File: src/rtl/indirect_reg_seq.sv
module indirect_reg_seq #(
  parameter int AW = 8,
  parameter int DW = 16,
  parameter int CW = 12,
  parameter int WRITE_RUN_MAX = 64
) (
  input  logic          clk,
  input  logic          rst_n,
  input  logic          pci_mode,
  input  logic          req_valid,
  output logic          req_ready,
  input  logic [2:0]    req_op,
  input  logic [AW-1:0] req_reg,
  input  logic [AW-1:0] req_dst,
  input  logic [DW-1:0] req_mask,
  input  logic [DW-1:0] req_value,
  input  logic [CW-1:0] req_step,
  input  logic [CW-1:0] req_limit,
  output logic          rsp_valid,
  output logic [DW-1:0] rsp_data,
  output logic          rsp_ok,
  output logic          bus_req,
  output logic          bus_we,
  output logic [1:0]    bus_sel,
  output logic [DW-1:0] bus_wdata,
  input  logic [DW-1:0] bus_rdata
);

  localparam int RW = $clog2(WRITE_RUN_MAX + 2);
  localparam logic [2:0] OP_READ = 3'd0, OP_WRITE = 3'd1, OP_MASK = 3'd2, OP_SET = 3'd3,
                         OP_MASKSET = 3'd4, OP_COPY = 3'd5, OP_POLL = 3'd6;
  localparam logic [1:0] SEL_ADDR = 2'd0, SEL_DATA = 2'd1, SEL_VER = 2'd2;

  typedef enum logic [2:0] {S_IDLE, S_FLUSH, S_RADDR, S_RDATA, S_WADDR, S_WDATA, S_WAIT, S_RESP} state_t;

  state_t        st;
  logic [2:0]    op;
  logic [AW-1:0] src, dst;
  logic [DW-1:0] mask, val, rdv;
  logic [CW-1:0] step, limit, dly;
  logic [CW:0]   waited;
  logic [RW-1:0] wrun;
  logic          ok;

  wire accept = req_valid && req_ready;
  wire is_poll = (op == OP_POLL);
  wire is_rmw = op inside {OP_MASK, OP_SET, OP_MASKSET, OP_COPY};
  wire match = (bus_rdata & mask) == val;
  wire [DW-1:0] wval = (rdv & mask) | val;
  wire [CW:0] waited_nx = waited + (CW+1)'(step);

  wire enter_wr = (accept && req_op == OP_WRITE) || (st == S_RDATA && is_rmw);
  wire [RW-1:0] run_base = (st == S_RDATA) ? '0 : wrun;
  wire [RW-1:0] run_inc = run_base + 1'b1;
  wire need_flush = pci_mode && (run_inc > RW'(WRITE_RUN_MAX));

  assign req_ready = (st == S_IDLE);
  assign rsp_valid = (st == S_RESP);
  assign rsp_data  = rdv;
  assign rsp_ok    = ok;

  assign bus_req = st inside {S_FLUSH, S_RADDR, S_RDATA, S_WADDR, S_WDATA};
  assign bus_we  = st inside {S_RADDR, S_WADDR, S_WDATA};

  always_comb begin
    bus_sel   = SEL_DATA;
    bus_wdata = '0;
    case (st)
      S_FLUSH: bus_sel = SEL_VER;
      S_RADDR: begin bus_sel = SEL_ADDR; bus_wdata = DW'(src); end
      S_WADDR: begin bus_sel = SEL_ADDR; bus_wdata = DW'(dst); end
      S_WDATA: bus_wdata = wval;
      default: ;
    endcase
  end

  always_ff @(posedge clk) begin
    if (!rst_n) begin
      wrun <= '0;
    end else if (enter_wr && pci_mode) begin
      wrun <= need_flush ? RW'(1) : run_inc;
    end else if (st == S_RDATA) begin
      wrun <= '0;
    end
  end

  always_ff @(posedge clk) begin
    if (!rst_n) begin
      st <= S_IDLE;
      op <= OP_READ;
      src <= '0;
      dst <= '0;
      mask <= '0;
      val <= '0;
      rdv <= '0;
      step <= '0;
      limit <= '0;
      dly <= '0;
      waited <= '0;
      ok <= 1'b0;
    end else begin
      case (st)
        S_IDLE: if (accept) begin
          op <= (req_op == 3'd7) ? OP_READ : req_op;
          src <= req_reg;
          dst <= (req_op == OP_COPY) ? req_dst : req_reg;
          step <= (req_step == '0) ? CW'(1) : req_step;
          limit <= req_limit;
          dly <= '0;
          waited <= '0;
          rdv <= '0;
          ok <= 1'b1;
          case (req_op)
            OP_WRITE:   begin mask <= '0;       val <= req_value; end
            OP_MASK:    begin mask <= req_mask; val <= '0;        end
            OP_SET:     begin mask <= '1;       val <= req_value; end
            OP_MASKSET,
            OP_POLL:    begin mask <= req_mask; val <= req_value; end
            default:    begin mask <= '1;       val <= '0;        end
          endcase
          if (req_op == OP_WRITE) begin
            st <= need_flush ? S_FLUSH : S_WADDR;
          end else if (req_op == OP_POLL && req_limit == '0) begin
            ok <= 1'b0;
            st <= S_RESP;
          end else begin
            st <= S_RADDR;
          end
        end
        S_FLUSH: st <= S_WADDR;
        S_RADDR: st <= S_RDATA;
        S_RDATA: begin
          rdv <= bus_rdata;
          if (is_poll) st <= match ? S_RESP : S_WAIT;
          else if (is_rmw) st <= need_flush ? S_FLUSH : S_WADDR;
          else st <= S_RESP;
        end
        S_WAIT: begin
          if (dly == step - 1'b1) begin
            dly <= '0;
            waited <= waited_nx;
            if (waited_nx < (CW+1)'(limit)) begin
              st <= S_RADDR;
            end else begin
              ok <= 1'b0;
              st <= S_RESP;
            end
          end else begin
            dly <= dly + 1'b1;
          end
        end
        S_WADDR: st <= S_WDATA;
        S_WDATA: begin
          rdv <= wval;
          st <= S_RESP;
        end
        S_RESP: st <= S_IDLE;
        default: st <= S_IDLE;
      endcase
    end
  end

endmodule

File: config.mk
export PLATFORM = sky130hd
export DESIGN_NAME = indirect_reg_seq
export DESIGN_NICKNAME = d
export VERILOG_FILES = /design/src/rtl/indirect_reg_seq.sv
export SDC_FILE = /design/constraint.sdc
export NUM_CORES = 1
export LEC_CHECK = 0
export ABC_AREA = 1
export BUFFER_PORTS_ARGS = -buffer_cell sky130_fd_sc_hd__buf_2
export CORE_MARGIN = 2
export CORE_UTILIZATION = 60
export CTS_BUF_LIST = sky130_fd_sc_hd__clkbuf_16
export DETAILED_ROUTE_END_ITERATION = 6
export PLACE_DENSITY_LB_ADDON = 0.25
export SETUP_SLACK_MARGIN = 0.02
export SKIP_CTS_REPAIR_TIMING = 1
export SYNTH_ARGS = -nofsm -noshare
export SYNTH_HDL_FRONTEND = slang
export SYNTH_SLANG_ARGS = --single-unit
File: constraint.sdc
create_clock -name clk -period 6.3 [get_ports clk]
set_input_delay 1.89 -clock clk [delete_from_list [all_inputs] [get_ports clk]]
set_output_delay 1.89 -clock clk [all_outputs]
set_load 0.05 [all_outputs]
== Word-level counts from Yosys, hierarchy flattened ==
Index checks and enable logic that the tools add are counted.
Word-level totals
  output and inout port bits: 39
  input port bits: 95
  register bits: 127
Cells by class
  reduce and logical (&&, ||, !) cells: 24
  $lt $le $gt $ge: 2
  bitwise operators: 3
  mux-type cells: 34
  $add $sub $neg: 4
  equality and inequality tests: 24
Operators with widths (count)
  $pmux W16 S3: 2
  $mux W12: 3
  $eq A3 B3 Y1 const B: 11
  $and A16 B16 Y16: 2
  $mux W16: 2
  $pmux W16 S2: 1
  $mux W3: 9
  $mux W13: 2
  $pmux W13 S2: 1
  $logic_not A12 Y1: 2
  $pmux W12 S2: 1
  $pmux W3 S8: 1
  $mux W7: 3
  $eq A3 B2 Y1 const B: 6
  $eq A16 B16 Y1: 1
  $or A16 B16 Y16: 1
  $add A13 B12 Y13: 1
  $lt A13 B12 Y1: 1
  $add A12 B1 Y12 const B: 1
  $eq A12 B12 Y1: 1
  $sub A12 B1 Y12 const B: 1
  $mux W8: 1
  $reduce_and A2 Y1: 4
  $add A7 B1 Y7 const B: 1
  19 further kinds: 32

== Logic depth before layout (Yosys ltp) ==
  word-level depth: 9
  gate-level depth with buffers: 21
  depth with buffers taken out: 21

== Worst setup path before layout ==
No wires, ideal clock.
  path kind: register to output
  from: register st[1]
  to: output port bus_req
  arrival time: 2936 ps
  required time: 4410 ps
  setup slack: 1474 ps
  cell stages (with the launch flop): 7
  cell sequence: dfxtp_1 -> buf_2 -> nor2_1 -> nand2_1 -> inv_1 -> a211oi_1 -> nand3_1
On the way
  word-level cells in the longest chain between the ends: 2
  elaborated cells between the ends (all ways): 6
  classes of those cells: eq/ne: 5; reduce/logical: 1
Ends and longest elaborated chain
  start, declared: RTL line 36  | state_t st;
  start signal, assigned: RTL line 122  | st <= need_flush ? S_FLUSH : S_WADDR;
  start signal, assigned: RTL line 134  | if (is_poll) st <= match ? S_RESP : S_WAIT;
  start signal, assigned: RTL line 135  | else if (is_rmw) st <= need_flush ? S_FLUSH : S_WADDR;
  $eq A3 B1 Y1, or another cell as far along: RTL line 62  | assign bus_req = st inside {S_FLUSH, S_RADDR, S_RDATA, S_WADDR, S_WDATA};
  $reduce_bool A5 Y1 (*): RTL line 62
  end, declared: RTL line 22  | output logic bus_req,
Every way passes the cells marked *; elsewhere a longest branch is shown, timed or not.

== Worst setup path after layout ==
  from: register st[2]
  to: output port bus_wdata[7]
On the way
  word-level cells in the longest chain between the ends: 2
  elaborated cells between the ends (all ways): 4
  classes of those cells: eq/ne: 3; mux: 1
Ends and longest elaborated chain
  $eq A3 B3 Y1 / $eq A3 B2 Y1 (equally long branches): RTL line 68  | case (st)
  $pmux W16 S3 (*): RTL line 68
  end, declared: RTL line 25  | output logic [DW-1:0] bus_wdata,
Marked as above.

==> results.toml <==
[status]
status = "finished, final reports clean"

[layout]
postLayoutCoreUtil_pct = 72.80
syn_to_final_growth_pct = 18.22
diodes = 0
fillers = 1015
regArea_mm2 = 0.002542
drive_gt1_share_pct = 17.22
finalNetCount = 1318
multi_input_area_mm2 = 0.004194

[routing]
wl_mm = 21.09
drtIter0Drc = 819
wl_per_cell_um = 15.56
route.detailed.drc = 0
via_per_inst = 5.745
vias = 7785
firstDrtPassIters = 6
drtAntennaViolNets = 0

[critical_path]
r2r_start = "step[0]$_SDFFE_PN0P_"
required_ns = 4.41
r2r_setup_slack_ns = 3.03
cp.arrival_ns = 2.53
criticalPathCategory = "reg -> out"
start_kind = "register"
critical_path.endpoint_type = "output pin"
crit_path_max_fanout = 16
reg2reg_depth = 20
r2r-end = "rsp_ok$_SDFFE_PN0P_"

[grt]
grt_pass1_vias = 7049
grt_pass1_wl_mm = 33.69
grtUsageTotal_pct = 32.42
grt_max_degree = 66
grt-ovfl-total = 0
antenna_found_initial = 0

[timing]
setup_slack_ns = 1.879
finalCritPeriodShare_pct = 70.17
slew_headroom_pct = 17.35
skew_ns = 0.006759
maxSlewViolCount = 0
clock.fmax_ghz = 0.2262
setup_violations = 0
rsz0062_at_grt = "false"
setup_tns_ns = 0
whs_ns = 0.4568
final-hold-violation-count = 0
worstMarginPinSlew_ns = 1.231
finalCriticalPeriod_ns = 4.421

[clocking]
cts_max_path_buffers = 2
numCtsBuffers = 17
clock-root-buffer = "clkbuf_16"
cts-htree-levels = 4
cts_tree = "done"
cts.sinks = 127
cts.clk_slew.worst_paths_ns = 0.06
clock_latency_ns = 0.42

[synth]
synth_area_leaders = "dfxtp_1 (34%), nand2_1 (12%), a21oi_1 (9.8%)"
ys_async_sr_fraction_pct = 0
synth_edf_count = 0
synth_area_leader_cell = "dfxtp_1"
yosysSeqAreaShare_pct = 34.37
syn_area_per_cell_um2 = 6.843
synth_top_area_share_pct = 34.37
syn_area_mm2 = 0.007397
synthCells = 1081
ys_types = 46
yosysMostFrequentCell = "nand2_1"
ys_ff_latch = 127
synth.cells.most_frequent = "nand2_1 (237), a21oi_1 (145), dfxtp_1 (127), inv_1 (114), nand3_1 (76)"
ys.flop_type = "dfxtp_1"
yosysWarnings = 0
syn-num-nets = 1204

[power_and_ir_drop]
p_leak_nw = 4.007
peakVddDrop_uv = 282.2
powerDensity_mw_per_mm2 = 444.6

[die]
io_pins = 134
die_h_um = 115.0
initial_core_util_pct = 61.58
coreArea_mm2 = 0.01201
die_area_mm2 = 0.01323
num_rows = 40
die_w_um = 115.0

[hold_path]
whs_endpoint = "src[7]$_SDFFE_PN0P_"
whs_path_depth = 2
hp-start = "src[7]$_SDFFE_PN0P_"
worst_hold_path_type = "reg -> reg"

[placement]
io_buffers = 133
gp_congestion = 0.9220
dp_hpwl_mm = 14.92
place_ws_ns = 2.385

[run]
drv_cap = 0
[cell usage in the layout (no fill, tap or decap), drive strengths merged, types with 8 or more instances in the layout]
cell | Yosys | layout
clkinv | 3 | 8
nand2 | 244 | 244
nand3 | 80 | 80
inv | 123 | 128
o21ai | 66 | 66
nor3 | 8 | 8
a211oi | 25 | 25
xor2 | 26 | 26
o211ai | 13 | 13
buf | 16 | 137
ha | 27 | 27
clkbuf | 26 | 17
nand4 | 21 | 21
a21oi | 145 | 145
nor4 | 8 | 8
dfxtp | 127 | 127
nor2 | 88 | 88
a31oi | 10 | 10
[worst max-delay path by stage]
stage                            start                   endpoint  slack [ns]  depth (start not counted)
floorplan           st[1]$_SDFFE_PN0P_                    bus_req        1.47                          6
global placement             req_valid  rsp_data[13]$_SDFFE_PN0P_        2.46                          6
detailed placement           req_valid   rsp_data[4]$_SDFFE_PN0P_        2.38                          6
CTS                 st[2]$_SDFFE_PN0P_               bus_wdata[7]        1.94                          5
global route        st[2]$_SDFFE_PN0P_               bus_wdata[7]        1.75                          5
finish              st[2]$_SDFFE_PN0P_               bus_wdata[7]        1.88                          5
[report_power, final]
part           leakage [nW]  internal (mW)  switching (mW)
clock                 0.320          0.708           0.385
sequential             1.04          0.985           0.158
combinational          2.65          0.489            1.16
total                  4.01           2.18            1.71
[layer usage]
metal  global-route usage, %  vias up  part of all wire (%)  wire length [µm]
met3                   9.120       65                   8.8              1865
met1                   39.22     3485                    40              8451
met5                       0        -                     0                 0
met2                   53.76      365                    47              9913
met4                   14.62        0                   4.1               860
li1                        -     3870                     -                 -
[logic make-up (layout without fill, tap and decap cells)]
group	Yosys count	in the layout	synth area share (%)
XOR/XNOR	31	31	3.772
AO/OA/AOI/OAI	269	269	20.26
buffers and inverters	168	295	8.931
flip-flops	127	127	34.37
AND/OR/NAND/NOR	458	458	27.82
adder cells (fa/ha/maj)	28	28	4.838
[worst max-delay path, stage by stage, from the launching register on]
cell and delay (ns):
dfxtp_1 0.69, nand2_1 0.56, inv_1 0.33, nand2_1 0.13
o211ai_1 0.10, buf_2 0.29
[sequential cells by signal, summed over array words and instances, names as in the netlist]
name and cells:
limit 12, step 12, src 8, wrun 7, waited 13, val 16, dly 12, rsp_ok 1
mask 16, rsp_data 16, st 3, op 3, dst 8
[cell type report]
cell class,count,area share (%)
timing repair buffer,137,7.955
inverter,126,5.409
sequential,127,29.07
clock buffer,17,4.865
clock inverter,15,2.633
tap,147,2.103
multi-input combinational,786,47.96
[metrics by stage]
stage | cell area (µm²) | total power, mW | std cells
after global placement | 8089 | 2.737 | 1323
final | 8745 | 3.888 | 1355
after global routing | 8745 | 4.136 | 1355
after detailed placement | 8089 | 2.769 | 1323
after CTS | 8745 | 3.880 | 1355
after floorplan | 7397 | 2.392 | 1081
Power figures use the tool's default switching activity.
